File: config.mk
export PLATFORM = sky130hd
export DESIGN_NAME = eth_tx_serializer
export DESIGN_NICKNAME = d
export VERILOG_FILES = /design/src/rtl/eth_tx_pkg.sv /design/src/rtl/txs_crc32.sv /design/src/rtl/txs_shifter.sv /design/src/rtl/eth_tx_serializer.sv
export SDC_FILE = /design/constraint.sdc
export NUM_CORES = 1
export LEC_CHECK = 0
export BUFFER_PORTS_ARGS = -buffer_cell sky130_fd_sc_hd__buf_2
export CAP_MARGIN = 15
export CORE_ASPECT_RATIO = 0.75
export CORE_UTILIZATION = 55
export DETAILED_ROUTE_END_ITERATION = 10
export PLACE_DENSITY = 0.75
export SYNTH_ARGS = -nofsm -noshare
export SYNTH_HDL_FRONTEND = slang
export SYNTH_HIERARCHICAL = 1
export SYNTH_SLANG_ARGS = --single-unit
File: constraint.sdc
create_clock -name clk -period 2.1 [get_ports clk]
set_clock_uncertainty 0.2 [all_clocks]
set_input_delay 0.21 -clock clk [delete_from_list [all_inputs] [get_ports clk]]
set_output_delay 0.21 -clock clk [all_outputs]
set_load 0.005 [all_outputs]
File: src/rtl/eth_tx_pkg.sv
package eth_tx_pkg;
    typedef enum logic [2:0] {
        ST_IDLE,
        ST_PRE,
        ST_SFD,
        ST_DATA,
        ST_FCS,
        ST_JAM
    } txs_state_e;

    localparam int unsigned BYTE_W = 8;
    localparam int unsigned FCS_W  = 32;
endpackage

File: src/rtl/txs_crc32.sv
module txs_crc32 #(
    parameter logic [31:0] POLY = 32'hEDB88320
) (
    input  logic        clk,
    input  logic        rst_n,
    input  logic        init,
    input  logic        en,
    input  logic        din,
    output logic [31:0] crc_nxt
);
    logic [31:0] crc_q;

    // one serial step of the reflected division
    always_comb begin
        crc_nxt = {1'b0, crc_q[31:1]} ^ ((crc_q[0] ^ din) ? POLY : 32'h0);
    end

    always_ff @(posedge clk or negedge rst_n) begin
        if (!rst_n)    crc_q <= '1;
        else if (init) crc_q <= '1;
        else if (en)   crc_q <= crc_nxt;
    end
endmodule

File: src/rtl/txs_shifter.sv
module txs_shifter #(
    parameter int unsigned W = 32
) (
    input  logic         clk,
    input  logic         rst_n,
    input  logic         load,
    input  logic         shift,
    input  logic [W-1:0] din,
    output logic         sout
);
    logic [W-1:0] sh_q;

    // ones fill from the top so a loaded all-ones word stays all ones
    always_ff @(posedge clk or negedge rst_n) begin
        if (!rst_n)     sh_q <= '0;
        else if (load)  sh_q <= din;
        else if (shift) sh_q <= {1'b1, sh_q[W-1:1]};
    end

    assign sout = sh_q[0];
endmodule

File: src/rtl/eth_tx_serializer.sv
module eth_tx_serializer
    import eth_tx_pkg::*;
#(
    parameter int unsigned     PRE_BYTES = 7,
    parameter int unsigned     JAM_BYTES = 4,
    parameter logic [7:0]      PRE_PAT   = 8'h55,
    parameter logic [7:0]      SFD_PAT   = 8'hD5
) (
    input  logic       clk,
    input  logic       rst_n,
    input  logic       start_i,
    input  logic       crc_inhibit_i,
    input  logic       coll_i,
    input  logic       fifo_empty_i,
    input  logic [7:0] fifo_data_i,
    input  logic       fifo_eof_i,
    output logic       fifo_rd_o,
    output logic       txd_o,
    output logic       tx_en_o,
    output logic       done_o,
    output logic       coll_done_o,
    output logic       underrun_o
);
    localparam int unsigned JAM_BITS = JAM_BYTES * BYTE_W;
    localparam int unsigned LONG_MAX = (JAM_BITS > FCS_W) ? JAM_BITS : FCS_W;
    localparam int unsigned CNT_W    = $clog2(LONG_MAX);
    localparam int unsigned PCNT_W   = $clog2(PRE_BYTES + 1);
    localparam int unsigned SH_W     = (JAM_BITS > FCS_W) ? JAM_BITS : FCS_W;

    txs_state_e state, state_n;

    logic [CNT_W-1:0]  bitcnt;
    logic [PCNT_W-1:0] precnt;
    logic              coll_pend, inh_q, eof_q;

    logic              sh_load, sh_out;
    logic [SH_W-1:0]   sh_val;
    logic              cnt_clr, pre_inc, crc_init, crc_en;
    logic              fin_done, fin_coll, fin_und;
    logic [31:0]       crc_nxt;
    logic              last8, last_fcs, last_jam;

    assign last8    = (bitcnt == CNT_W'(BYTE_W - 1));
    assign last_fcs = (bitcnt == CNT_W'(FCS_W - 1));
    assign last_jam = (bitcnt == CNT_W'(JAM_BITS - 1));

    txs_shifter #(.W(SH_W)) u_shift (
        .clk   (clk),
        .rst_n (rst_n),
        .load  (sh_load),
        .shift (state != ST_IDLE),
        .din   (sh_val),
        .sout  (sh_out)
    );

    txs_crc32 u_crc (
        .clk     (clk),
        .rst_n   (rst_n),
        .init    (crc_init),
        .en      (crc_en),
        .din     (sh_out),
        .crc_nxt (crc_nxt)
    );

    assign tx_en_o = (state != ST_IDLE);
    assign txd_o   = tx_en_o & sh_out;

    // state register and datapath registers
    always_ff @(posedge clk or negedge rst_n) begin
        if (!rst_n) begin
            state       <= ST_IDLE;
            bitcnt      <= '0;
            precnt      <= '0;
            coll_pend   <= 1'b0;
            inh_q       <= 1'b0;
            eof_q       <= 1'b0;
            done_o      <= 1'b0;
            coll_done_o <= 1'b0;
            underrun_o  <= 1'b0;
        end else begin
            state       <= state_n;
            done_o      <= fin_done;
            coll_done_o <= fin_coll;
            underrun_o  <= fin_und;
            if (cnt_clr)                bitcnt <= '0;
            else if (state != ST_IDLE)  bitcnt <= bitcnt + 1'b1;
            if (state == ST_IDLE && start_i) begin
                precnt    <= '0;
                coll_pend <= 1'b0;
                inh_q     <= crc_inhibit_i;
            end else begin
                if (pre_inc) precnt <= precnt + 1'b1;
                if ((state == ST_PRE || state == ST_SFD) && coll_i) coll_pend <= 1'b1;
            end
            if (fifo_rd_o) eof_q <= fifo_eof_i;
        end
    end

    // next state and control outputs
    always_comb begin
        state_n   = state;
        sh_load   = 1'b0;
        sh_val    = '0;
        cnt_clr   = 1'b0;
        pre_inc   = 1'b0;
        crc_init  = 1'b0;
        crc_en    = 1'b0;
        fifo_rd_o = 1'b0;
        fin_done  = 1'b0;
        fin_coll  = 1'b0;
        fin_und   = 1'b0;
        unique case (state)
            ST_IDLE: begin
                if (start_i) begin
                    state_n  = ST_PRE;
                    sh_load  = 1'b1;
                    sh_val   = SH_W'(PRE_PAT);
                    cnt_clr  = 1'b1;
                    crc_init = 1'b1;
                end
            end
            ST_PRE: begin
                if (last8) begin
                    cnt_clr = 1'b1;
                    sh_load = 1'b1;
                    pre_inc = 1'b1;
                    if (precnt == PCNT_W'(PRE_BYTES - 1)) begin
                        state_n = ST_SFD;
                        sh_val  = SH_W'(SFD_PAT);
                    end else begin
                        sh_val  = SH_W'(PRE_PAT);
                    end
                end
            end
            ST_SFD: begin
                if (last8) begin
                    cnt_clr = 1'b1;
                    if (coll_i || coll_pend) begin
                        state_n = ST_JAM;
                        sh_load = 1'b1;
                        sh_val  = '1;
                    end else if (fifo_empty_i) begin
                        state_n = ST_IDLE;
                        fin_und = 1'b1;
                    end else begin
                        state_n   = ST_DATA;
                        sh_load   = 1'b1;
                        sh_val    = SH_W'(fifo_data_i);
                        fifo_rd_o = 1'b1;
                    end
                end
            end
            ST_DATA: begin
                crc_en = 1'b1;
                if (coll_i) begin
                    state_n = ST_JAM;
                    sh_load = 1'b1;
                    sh_val  = '1;
                    cnt_clr = 1'b1;
                end else if (last8) begin
                    cnt_clr = 1'b1;
                    if (eof_q) begin
                        if (inh_q) begin
                            state_n  = ST_IDLE;
                            fin_done = 1'b1;
                        end else begin
                            state_n = ST_FCS;
                            sh_load = 1'b1;
                            sh_val  = SH_W'(~crc_nxt);
                        end
                    end else if (fifo_empty_i) begin
                        state_n = ST_IDLE;
                        fin_und = 1'b1;
                    end else begin
                        sh_load   = 1'b1;
                        sh_val    = SH_W'(fifo_data_i);
                        fifo_rd_o = 1'b1;
                    end
                end
            end
            ST_FCS: begin
                if (coll_i) begin
                    state_n = ST_JAM;
                    sh_load = 1'b1;
                    sh_val  = '1;
                    cnt_clr = 1'b1;
                end else if (last_fcs) begin
                    state_n  = ST_IDLE;
                    fin_done = 1'b1;
                end
            end
            ST_JAM: begin
                if (last_jam) begin
                    state_n  = ST_IDLE;
                    fin_coll = 1'b1;
                end
            end
            default: state_n = ST_IDLE;
        endcase
    end

    AST_IDLE_QUIET: assert property (@(posedge clk) disable iff (!rst_n) !tx_en_o |-> !txd_o);
    AST_RD_HAS_DATA: assert property (@(posedge clk) disable iff (!rst_n) fifo_rd_o |-> !fifo_empty_i);
    AST_INH_NO_FCS: assert property (@(posedge clk) disable iff (!rst_n) inh_q |-> state != ST_FCS);
    AST_JAM_ONES: assert property (@(posedge clk) disable iff (!rst_n) state == ST_JAM |-> txd_o);
    AST_PRE_NO_JAM: assert property (@(posedge clk) disable iff (!rst_n) state == ST_PRE |=> state != ST_JAM);
    AST_STATUS_EXCL: assert property (@(posedge clk) disable iff (!rst_n) $onehot0({done_o, coll_done_o, underrun_o}));
    AST_DONE_PULSE: assert property (@(posedge clk) disable iff (!rst_n) done_o |=> !done_o);
    AST_IDLE_COLL: assert property (@(posedge clk) disable iff (!rst_n) (state == ST_IDLE && !start_i) |=> !tx_en_o);
endmodule

**Word-level counts from Yosys, hierarchy flattened**

Cells that the tools add are included.

- Register bits: 81
- Bits of input ports: 15
- Output and inout port bits: 6
- Logic and storage cells: 118

- $add $sub $neg: 2
- Equality and inequality tests: 14
- Mux-type cells: 74
- Bitwise gates (word level): 4
- Reductions and logical operators: 13

Operator list:

| operator | count |
|---|---|
| 2-to-1 mux 32 bit | 12 |
| case mux 32 bit (5 select lines) | 1 |
| 2-to-1 mux 3 bit | 14 |
| 2-to-1 mux 1 bit | 34 |
| NOT 32 bit | 1 |
| XOR 31 x 32 -> 32 bit | 1 |
| 2-to-1 mux 8 bit | 3 |
| case mux 3 bit (6 select lines) | 1 |
| 2-to-1 mux 5 bit | 2 |
| nonzero test 2 bit | 5 |
| == test 3 bit (second input constant) | 3 |
| 2-to-1 mux 7 bit | 1 |
| == test 3 x 2 -> 1 bit (second input constant) | 2 |
| inequality test 2 bit (second input constant) | 3 |
| case mux 1 bit (2 select lines) | 3 |
| AND reduction 6 bit | 1 |
| adder 5 x 1 -> 5 bit (second input constant) | 1 |
| == test 5 x 3 -> 1 bit (second input constant) | 1 |
| == test 5 bit (second input constant) | 1 |
| case mux 1 bit (5 select lines) | 1 |
| inequality test 4 bit (second input constant) | 1 |
| case mux 1 bit (4 select lines) | 1 |
| adder 3 x 1 -> 3 bit (second input constant) | 1 |
| == test 3 x 1 -> 1 bit (second input constant) | 1 |
| other kinds (10) | 12 |

**Logic depth before layout (Yosys ltp)**

Gate-level depths: netlist of run 1.

- Word-level depth: 10
- Gate-level depth with buffers: 10
- Gate-level depth less buffers: 7

**By module**

The synthesis of run 1 kept the hierarchy.

Modules (own cells, without submodules):

| module | times used | cells each | area an instance (sq um) | sequential area each (sq um) |
|---|---|---|---|---|
| txs_crc32 | 1 | 141 | 1848.0 | 840.8 |
| eth_tx_serializer | 1 | 208 | 1587.8 | 425.4 |
| txs_shifter | 1 | 139 | 1506.4 | 800.8 |

**Least setup slack after synthesis of run 1**

OpenSTA, ideal clock, no wires.

- Path type: flip-flop to flip-flop
- Start: reg bitcnt[0]
- End: reg u_shift.sh_q[30]
- Setup time: 0.126 ns
- Data arrival time: 1.894 ns
- Data required time: 1.774 ns
- Path slack: -0.120 ns
- Cell stages (with the launch flop): 11
- Path buffers: 3
- Clock period less this slack: 2.220 ns
- Path through: dfrtp_1 ha_1 and4bb_1 buf_4 nand3_1 a21oi_1 a211o_1 buf_4 buf_2 nand2_1 o21ai_0

- Longest elaborated chain between the ends: 5
- Elaborated cells between the ends (all ways): 12
- Classes of those cells: eq/ne: 1; mux: 10; reduce/logical: 1

Ends and longest elaborated chain:

| item | line | RTL |
|---|---|---|
| from (decl) | eth_tx_serializer.sv:32 | `logic [CNT_W-1:0] bitcnt;` |
| from (signal assigned) | eth_tx_serializer.sv:86 | `else if (state != ST_IDLE) bitcnt <= bitcnt + 1'b1;` |
| == test 5 x 3 -> 1 bit * | eth_tx_serializer.sv:43 | `assign last8 = (bitcnt == CNT_W'(BYTE_W - 1));` |
| 2-to-1 mux 1 bit | eth_tx_serializer.sv:160 | `end else if (last8) begin` |
| 2-to-1 mux 1 bit | eth_tx_serializer.sv:155 | `if (coll_i) begin` |
| case mux 1 bit (5 select lines) * | eth_tx_serializer.sv:112 | `unique case (state)` |
| via sh_load | eth_tx_serializer.sv:36 | `logic sh_load, sh_out;` |
| 2-to-1 mux 32 bit / nonzero test 2 bit (equally long branches) | - |  |
| to (signal assigned) | txs_shifter.sv:16 | `else if (load) sh_q <= din;` |
| to (signal assigned) | txs_shifter.sv:17 | `else if (shift) sh_q <= {1'b1, sh_q[W-1:1]};` |
| to (decl) | txs_shifter.sv:11 | `logic [W-1:0] sh_q;` |

The timed path passes the listed nets; every way through them passes the cells marked *.
A chain may end at the register's enable or synchronous reset.

**Worst setup path in the final report of run 1**

- Start: reg bitcnt[0]
- End: reg u_shift.sh_q[18]

The elaborated chain is that of the path after synthesis.

==> impl_results.md, run 1 <==
* Avg WL per Cell at 17.2 um
* Fin crit period at 2110 ps
* Die Ht at 84.1 um
* RR Startpoint: bitcnt[0]$_DFFE_PN0P_
* Die area at 9370 sq um
* Max FO, Critical Path at 19
* Vias in the first global route at 3613
* Power Total at 8.70 mW
* VDD IR max at 0.000936 V
* Startpoint types: flop
* Worst skew pair latency at 340 ps
* Combinational family with the most area after synthesis: compound AO/OA/AOI/OAI gates
* Multi-input logic area at 2550 sq um
* Number of setup violations in the final report at 1
* Hold Path Class: in -> reg
* CP Capture Type: flop
* First-pass GRT wire length at 18100 um
* Area Growth Syn to Fin at 15.9%
* Compound-gate portion of the synthesized area at 18.7%
* Max Fclk at 0.475 GHz
* Largest net degree at the start of global routing at 39
* Core area at 8600 sq um
* Post-Synth XOR/XNOR Area at 7.14%
* Vias/cell at 5.91
* Gr usage total at 24.5%
* First-pass DRT Iterations at 5
* Max Cap Violations at 0
* Reg2reg path depth at 8
* Unrepaired setup endpoints after global routing: true
* WL final at 10700 um
* Final Hold Violating Endpoints at 0
* Proportion of synthesized area in mux cells at 7.54%
* CTS clk-pin slew, worst paths at 60 ps
* Gpl congestion at 0.886
* Antenna diodes at 0
* DR DRC count at 0
* Post-route ant nets at 0
* Seq/Total Area, Yosys at 41.8%
* Starting DRT DRC Count at 336
* Dpl cell area at 5150 sq um
* Post-synth EDFFs at 0
* Post-route cell area at 5730 sq um
* Syn avg cell area at 10.1 sq um
* Worst setup margin at -6.53 ps
* Port bufs at 20
* Storage cell area at 2070 sq um
* Total grt overflow at 0
* Mapped Cells at 488
* FF+latch count, synth at 81
* Mapped cell area at 4940 sq um
* Final period util at 100%
* Die Width at 111 um
* Setup slack, reg-to-reg at -7 ps
* Worst R2R End: u_shift/sh_q[18]$_DFFE_PN0P_
* Relative slew slack at 69.9%
* Root Buffer: clkbuf_16
* DP HPWL at 7000 um
* CP startpoint: bitcnt[0]$_DFFE_PN0P_
* Initial core utilization at 57.5%
* Failing checks: negative setup slack
* Power per cell area at 1520 nW/um^2
* Status: complete, but fails checks
* Std cell rows at 29
* Dominant synthesized flop cell: dfrtp_1
* Clock sink total at 81
* Largest buffer count on any clock path at 2
* Distinct cells, synth at 55
* Yosys warnings at 6
* Simple-gate share of the synthesized area at 14.8%
* Leak at 2.81 nW
* WP data arrival at 2130 ps
* Share of layout cells above drive strength 1 at 28.0%
* Fillers at 659
* CTS Buf Count at 9
* Initial antenna violation count at 0
* Via count at 3679
* Actual slew at the worst max-slew pin at 448 ps
* I/O pin count at 21
* CP Capture Point: u_shift/sh_q[18]$_DFFE_PN0P_
* Final max-slew violation count at 0
* Syn Nets at 507
* Most frequent cells in the layout: 48 x o21ai_1, 46 x dfrtp_1, 40 x nand2_1, 37 x nor2b_1
* Depth of the CTS H-tree at 3
* CTS tree: yes
* WS Path Type: reg -> reg
* Commonest non-fill, non-tap cell in the layout: o21ai_1
* Final Net Count at 529
* Synth Area in Adders at 1.01%
* Async SR Flop Fraction at 100%
* Worst EP required at 2120 ps
-- cell usage after synthesis, drive strengths merged (8+ instances only) --
library cell	n	area [sq um]
nand3	9	45.0
nand2b	10	62.6
buf	49	369
dfstp	32	841
mux2i	35	350
dfrtp	49	1230
nor2	13	48.8
o22ai	8	50.1
inv	8	30.0
a211o	34	298
nor2b	37	231
o21ai	70	354
nand2	46	173
a21oi	11	55.1
xor3	13	309
clkbuf	11	41.3
-- repair_timing --
item,4_1_cts,5_1_grt
buffers inserted,2,7
hold buffers,4,0
resized for setup,11,27
hold endpoints to repair,67,0
pin swaps,2,11
setup endpoints to repair,24,39
gates cloned,0,1
-- worst min path at each step --
stage                                  endpoint  cells past startpoint  slack (ps)     from
after floorplan           bitcnt[0]$_DFFE_PN0P_                      0        -290    rst_n
after global placement    precnt[0]$_DFFE_PN0P_                      1         -80    rst_n
after detailed placement  precnt[0]$_DFFE_PN0P_                      1         -70    rst_n
after CTS                 coll_pend$_DFFE_PN0P_                      4          70  start_i
after global routing      precnt[0]$_DFFE_PN0P_                      2         140    rst_n
final                     coll_pend$_DFFE_PN0P_                      4          90  start_i
-- cell families after synthesis --
group	Yosys count
compound gates	144
simple gates	135
flops	81
buf+inv	69
mux	37
xor+xnor	18
fa+ha+maj	4
-- registers in the layout, indices dropped and copies added, names as in the netlist --
| signal | count |
|---|---|
| bitcnt | 5 |
| coll_done_o | 1 |
| coll_pend | 1 |
| done_o | 1 |
| eof_q | 1 |
| inh_q | 1 |
| precnt | 3 |
| state | 3 |
| u_crc/crc_q | 32 |
| u_shift/sh_q | 32 |
| underrun_o | 1 |
-- per-layer routing --
layer / share of wire [%] / vias up / GRT usage (%)
met5: 0 / - / 0
met4: 1.4 / 0 / 5.77
met3: 5.7 / 16 / 6.03
met2: 45 / 105 / 37.0
met1: 48 / 1799 / 35.3
li1: - / 1759 / -
-- critical path, stage by stage, from the launching register on --
cell and delay (ps):
dfrtp_1 380, ha_2 190, and4bb_4 210, buf_8 140
a21o_1 160, a211o_4 370, clkbuf_16 200, nand2_1 70
o21ai_1 70
-- layout make-up --
cell class                 instances  share of cell area (%)
inverter                           9                   0.611
clock buffer                      11                    4.06
clock inverter                     5                    1.40
sequential                        81                    36.1
timing repair buffer              71                    10.9
tap                              108                    2.36
multi-input combinational        338                    44.6
-- per-stage QoR --
step	instances	utilization (%)	TNS (ps)	setup slack, ps	hold slack (ps)
floorplan	488	-	0	4.66	-286
global placement	593	59.9	0	54.7	-76.0
detailed placement	593	59.9	-7.56	-7.56	-72.5
CTS	615	64.5	0	0.514	74.5
global route	623	66.6	-1270	-73.7	136
finish	623	66.6	-6.53	-6.53	90.2
-- power breakdown --
group / internal [mW] / total, mW / switching [mW]
Sequential: 2.48 / 2.99 / 0.514
Combinational: 2.20 / 4.04 / 1.84
Clock: 1.04 / 1.67 / 0.626
Total: 5.72 / 8.70 / 2.98
(Power assumes the default switching activity.)
==> run 2, diff against run 1 <==
--- a/config.mk
+++ b/config.mk
@@ -5,12 +5,12 @@
 export SDC_FILE = /design/constraint.sdc
 export NUM_CORES = 1
 export LEC_CHECK = 0
-export BUFFER_PORTS_ARGS = -buffer_cell sky130_fd_sc_hd__buf_2
 export CAP_MARGIN = 15
 export CORE_ASPECT_RATIO = 0.75
 export CORE_UTILIZATION = 55
 export DETAILED_ROUTE_END_ITERATION = 10
-export PLACE_DENSITY = 0.75
+export DONT_BUFFER_PORTS = 1
+export PLACE_DENSITY = 0.73
 export SYNTH_ARGS = -nofsm -noshare
 export SYNTH_HDL_FRONTEND = slang
 export SYNTH_HIERARCHICAL = 1
==> run 2 against run 1 <==
- the flow finishes with violations (negative hold slack)
- critical path depth is 2 lower
- combinational power is 6.4% lower
- maximum frequency is 1.5% higher
- wire length is 4.8% lower
- final cell count is 4.7% lower
==> impl_results.md, run 2 (synthesis gave the netlist of run 1 again) <==
* Initial antenna violation count at 0 (unchanged)
* Commonest non-fill, non-tap cell in the layout: o21ai_1
* CTS clk-pin slew, worst paths at 60 ps (about the same)
* Number of setup violations in the final report at 0 (-1)
* Relative slew slack at 71.5% (+1.6 points)
* Core area at 8600 sq um (unchanged)
* Min Hold Slack at -636 ps (-726 ps)
* Clock sink total at 81 (unchanged)
* Pre-CTS setup slack at -55.5 ps (-47.9 ps)
* Status: complete, but fails checks
* Area Growth Syn to Fin at 9.06%
* Final Hold Violating Endpoints at 81 (+81)
* Max Fclk at 0.482 GHz (+1.5%)
* CTS Hold Bufs at 5 (+1)
* WS Path Type: reg -> out
* First-pass GRT wire length at 17100 um (-5.6%)
* Failing checks: negative hold slack
* CP Capture Type: output port
* CTS Buf Count at 9 (unchanged)
* Total grt overflow at 0 (unchanged)
* Starting DRT DRC Count at 313 (-6.8%)
* Port bufs at 0 (-100%)
* RR Startpoint: bitcnt[0]$_DFFE_PN0P_
* DR DRC count at 0 (unchanged)
* CP startpoint: bitcnt[0]$_DFFE_PN0P_
* Std cell rows at 29 (unchanged)
* Most frequent cells in the layout: 52 x o21ai_1, 48 x dfrtp_1, 45 x nand2_1, 37 x nor2b_1, 35 x mux2i_1
* Actual slew at the worst max-slew pin at 422 ps (-26.5 ps)
* Final Net Count at 500 (-5.5%)
* Initial core utilization at 57.5% (unchanged)
* Worst skew pair latency at 340 ps (about the same)
* Die area at 9370 sq um (unchanged)
* Via count at 3597 (-2.2%)
* Dpl cell area at 5010 sq um (-2.8%)
* Antenna diodes at 0 (unchanged)
* Vias/cell at 6.06 (+2.5%)
* Share of layout cells above drive strength 1 at 20.2% (-7.8 points)
* Gr usage total at 23.5% (-1.0 points)
* Gpl congestion at 0.861 (-2.7%)
* Max FO, Critical Path at 7 (-12)
* Die Ht at 84.1 um (unchanged)
* Post-route cell area at 5390 sq um (-5.9%)
* Final max-slew violation count at 0 (unchanged)
* Max Cap Violations at 0 (unchanged)
* DP HPWL at 6800 um (-3.0%)
* Power per cell area at 1510 nW/um^2 (-0.29%)
* Post-route ant nets at 0 (unchanged)
* Worst EP required at 1690 ps (-430 ps)
* Leak at 2.62 nW (-6.6%)
* Root Buffer: clkbuf_16
* Final period util at 98.8% (-1.5 points)
* Met3 usage at 7.48% (+1.5 points)
* VDD IR max at 0.000769 V (-18%)
* Largest net degree at the start of global routing at 82 (+110%)
* Met2 Resource Use GR at 33.5% (-3.5 points)
* Worst setup margin at 24.6 ps (+31.2 ps)
* Top flop regs: u_crc/crc_q x32, u_shift/sh_q x32, bitcnt x5
* Most used routing layer: met1
* I/O pin count at 21 (unchanged)
* Unrepaired setup endpoints after global routing: true
* First-pass DRT Iterations at 4 (-1)
* Setup TNS at 0 ps (+6.53 ps)
* Largest buffer count on any clock path at 2 (unchanged)
* Avg WL per Cell at 17.2 um (-0.16%)
* Die Width at 111 um (unchanged)
* Grt met1 use at 34.3% (-1.0 points)
* Depth of the CTS H-tree at 3 (unchanged)
* WP data arrival at 1670 ps (-460 ps)
* Fin crit period at 2080 ps (-31.2 ps)
* Hold Path Class: in -> async
* Vias in the first global route at 3423 (-5.3%)
* Power Total at 8.16 mW (-6.2%)
* CTS tree: yes
* Startpoint types: flop
* WL final at 10200 um (-4.8%)
-- run 2: changes by cell type in the layout (fill, tap and decap cells not counted), moves of 2 or more --
cell,previous run,this run
buf_2,19,0
buf_6,4,1
dfrtp_2,3,1
buf_4,35,30
inv_2,0,2
bufinv_16,2,0
o21ai_2,5,1
or3b_4,2,0
nand2_2,5,1
dfrtp_1,46,48
or3b_1,2,4
o21ai_1,48,52
nand2_1,40,45
-- run 2: worst max-delay path, stage by stage, from the launching register on --
cell and delay (ps):
dfrtp_1 370, ha_2 190, and4bb_4 310, buf_6 140, nand2_2 60, o21bai_4 190
inv_2 60
-- run 2: where the power goes --
part           internal, mW  switching, mW  total, mW
registers              2.48          0.476       2.95
logic                  2.04           1.73       3.78
clock network         0.830          0.598       1.43
-- run 2: path summary, 6_finish.rpt --
path | to | slack [ps] | cells after the start
max | fifo_rd_o | 20 | 6
min in group clk | eof_q$_DFFE_PN0P_ | 20 | 3
min | precnt[2]$_DFFE_PN0P_ | -640 | 0
max in group asynchronous | u_crc/crc_q[24]$_DFFE_PN1P_ | 2130 | 0
min reg2reg | precnt[0]$_DFFE_PN0P_ | 310 | 1
max reg2reg | u_shift/sh_q[31]$_DFFE_PN0P_ | 40 | 9
-- run 2: metrics by stage --
step           cells  utilization, %
6_report         594            62.7
3_3_place_gp     569            58.2
2_1_floorplan    488               -
5_1_grt          594            62.7
3_5_place_dp     569            58.2
4_1_cts          591            62.2
-- run 2: area by class of cell --
cell class                      instances  area (sq um)
Clock buffer                           13           250
Clock inverter                          3          17.5
Fill cell                             694          3210
Inverter                                9          33.8
Multi-Input combinational cell        338          2480
Sequential cell                        81          2070
Tap cell                              108           135
Timing Repair Buffer                   42           407
-- run 2: timing repair --
action | in CTS | in global routing
gates resized for setup | 5 | 7
setup buffers | 1 | 3
endpoints found under the setup margin | 38 | 33
endpoints found under the hold margin | 92 | 81
pin swaps | 1 | 1
-- run 2: per-layer routing --
layer  routed length (um)  share of wire [%]
met5                    0                  0
met4                   91               0.89
met3                  778                7.6
met1                 5000                 49
met2                 4340                 42
==> run 3, diff against run 2 <==
--- a/config.mk
+++ b/config.mk
@@ -8,9 +8,10 @@
 export CAP_MARGIN = 15
 export CORE_ASPECT_RATIO = 0.75
 export CORE_UTILIZATION = 55
+export CTS_CLUSTER_DIAMETER = 40
 export DETAILED_ROUTE_END_ITERATION = 10
 export DONT_BUFFER_PORTS = 1
-export PLACE_DENSITY = 0.73
+export PLACE_DENSITY = 0.7
 export SYNTH_ARGS = -nofsm -noshare
 export SYNTH_HDL_FRONTEND = slang
 export SYNTH_HIERARCHICAL = 1
==> constraint.sdc (replaced) <==
create_clock -name clk -period 2.3 [get_ports clk]
set_clock_uncertainty 0.2 [all_clocks]
set_input_delay 0.23 -clock clk [delete_from_list [all_inputs] [get_ports clk]]
set_output_delay 0.23 -clock clk [all_outputs]
set_load 0.005 [all_outputs]
==> run 3 against run 2 <==
- the run ends with design-rule violations left
- wire length decreased by 1.8%
- via count down 3.6%
- clock-buffer cell count fell by 2
- sequential share of layout area grew 0.74 points
- sequential cell count did not move
- combinational power is 15% lower
==> impl_results.md, run 3 (synthesis gave the netlist of run 1 again) <==
* Status: complete, but fails checks
* Failing checks: design-rule violations
* Die Width at 111 um (unchanged)
* Reg2reg path depth at 7 (-2)
* Avg WL per Cell at 17.3 um (+0.55%)
* First-pass DRT Iterations at 9 (+5)
* Final Hold Violating Endpoints at 0 (-100%)
* Worst skew pair latency at 340 ps (about the same)
* Relative slew slack at 57.9% (-14 points)
* Number of setup violations in the final report at 0 (unchanged)
* WL final at 10000 um (-1.8%)
* Vias in the first global route at 3400 (-0.67%)
* Worst EP required at 1870 ps (+180 ps)
* Gr usage total at 23.5% (+0.071 points)
* Hold depth at 4
* RR Startpoint: state[0]$_DFFE_PN0P_
* Starting DRT DRC Count at 216 (-31%)
* Max Cap Violations at 0 (unchanged)
* Worst R2R End: u_shift/sh_q[30]$_DFFE_PN0P_
* Antenna diodes at 0 (unchanged)
* Vias/cell at 5.98 (-1.3%)
* Min Hold Slack at 23.9 ps (+660 ps)
* Share of layout cells above drive strength 1 at 17.2% (-3.0 points)
* First-pass GRT wire length at 17300 um (+0.96%)
* Setup slack, reg-to-reg at 180 ps (+140 ps)
* Leak at 2.58 nW (-1.6%)
* VDD IR max at 0.000891 V (+16%)
* Root Buffer: clkbuf_16
* Final period util at 96.3%
* Initial antenna violation count at 0 (unchanged)
* Post-route ant nets at 0 (unchanged)
* Core area at 8600 sq um (unchanged)
* Largest net degree at the start of global routing at 82 (unchanged)
* Die Ht at 84.1 um (unchanged)
* Final max-slew violation count at 0 (unchanged)
* Area Growth Syn to Fin at 6.94%
* CTS Buf Count at 9 (unchanged)
* Fin crit period at 2220 ps
* Most frequent cells in the layout: 50 x o21ai_1, 49 x dfrtp_1, 46 x nand2_1, 36 x nor2b_1, 35 x mux2i_1
* Post-layout util at 61.5% (-1.2 points)
* Fillers at 701 (+1.0%)
* CP startpoint: bitcnt[0]$_DFFE_PN0P_
* Depth of the CTS H-tree at 3 (unchanged)
* CP Capture Type: output port
* Via count at 3466 (-3.6%)
* Gpl congestion at 0.852 (-1.1%)
* CTS tree: yes
* WS Path Type: reg -> out
* Startpoint types: flop
* CTS clk-pin slew, worst paths at 60 ps (about the same)
* Clock sink total at 81 (unchanged)
* Hold Path Class: in -> reg
* Final Net Count at 486 (-2.8%)
* Actual slew at the worst max-slew pin at 615 ps (+193 ps)
* DP HPWL at 6240 um (-8.2%)
* Port bufs at 0 (unchanged)
* Max FO, Critical Path at 8 (+1)
* Commonest non-fill, non-tap cell in the layout: o21ai_1
* Worst Hold Endpoint: u_shift/sh_q[3]$_DFFE_PN0P_
* Std cell rows at 29 (unchanged)
* Initial core utilization at 57.5% (unchanged)
* WP data arrival at 1790 ps (+120 ps)
* DR DRC count at 1 (+1)
* Largest buffer count on any clock path at 2 (unchanged)
* Power per cell area at 1390 nW/um^2 (-8.3%)
* Min-delay src: coll_i
* Die area at 9370 sq um (unchanged)
* Total grt overflow at 0 (unchanged)
* Top flop regs: u_crc/crc_q x32, u_shift/sh_q x32, bitcnt x5
* I/O pin count at 21 (unchanged)
* Max Fclk at 0.451 GHz
## run 3: cell types whose count changed in the layout (fill, tap and decap cells not counted), moves of 2 or more
cell	change
o21ai_0	+2
buf_4	-14
o21ai_1	-2
clkbuf_1	-3
## run 3: final cells by class
class	instances	area, sq um	area share [%]
inverters	9	33.8	0.639
clock inverters	5	35.0	0.663
well taps	108	135	2.56
clock buffers	11	264	5.00
multi-input cells	338	2440	46.2
flip-flops and latches	81	2070	39.1
repair buffers	28	308	5.82
## run 3: how the worst max path moves through the flow
| stage | endpoint | slack (ps) |
|---|---|---|
| 4_1_cts | fifo_rd_o | 50 |
| 5_1_grt | fifo_rd_o | -30 |
| 3_3_place_gp | u_shift/sh_q[30]$_DFFE_PN0P_ | 160 |
| 6_report | fifo_rd_o | 80 |
| 3_5_place_dp | u_shift/sh_q[29]$_DFFE_PN0P_ | 80 |
| 2_1_floorplan | u_shift/sh_q[30]$_DFFE_PN0P_ | 80 |
## run 3: critical path, cell delays in order, from the launching register on
cell	delay (ps)
dfrtp_1	370
ha_2	220
and4bb_4	310
buf_4	150
nand2_1	90
o21bai_1	210
inv_1	90
## run 3: per-layer routing
layer,vias to the layer above,track usage [%],wire length [um]
li1,1665,-,-
met3,9,5.45,551
met2,95,34.7,4380
met1,1697,34.5,5000
met4,0,6.88,92
met5,-,0,0
## run 3: per-stage QoR
stage          TNS [ps]  cells  worst slack [ps]  power, mW  cell area (sq um)
6_report              0    580              84.3       7.34               5290
5_1_grt           -28.8    580             -28.8       7.86               5290
3_5_place_dp          0    555              81.1       5.88               4870
4_1_cts               0    578              51.3       7.38               5270
3_3_place_gp          0    555               161       5.75               4870
2_1_floorplan         0    488              80.0       5.55               4940
## run 3: repair_timing
action | in CTS | in global routing
hold buffers | 7 | 0
hold endpoints to repair | 91 | 0
gates resized for setup | 3 | 1
buffers inserted | 0 | 2
endpoints found under the setup margin | 1 | 8
## run 3: report_power, final
part	switching, mW	total [mW]	internal [mW]
logic	1.52	3.23	1.70
clock network	0.574	1.40	0.828
registers	0.447	2.71	2.26
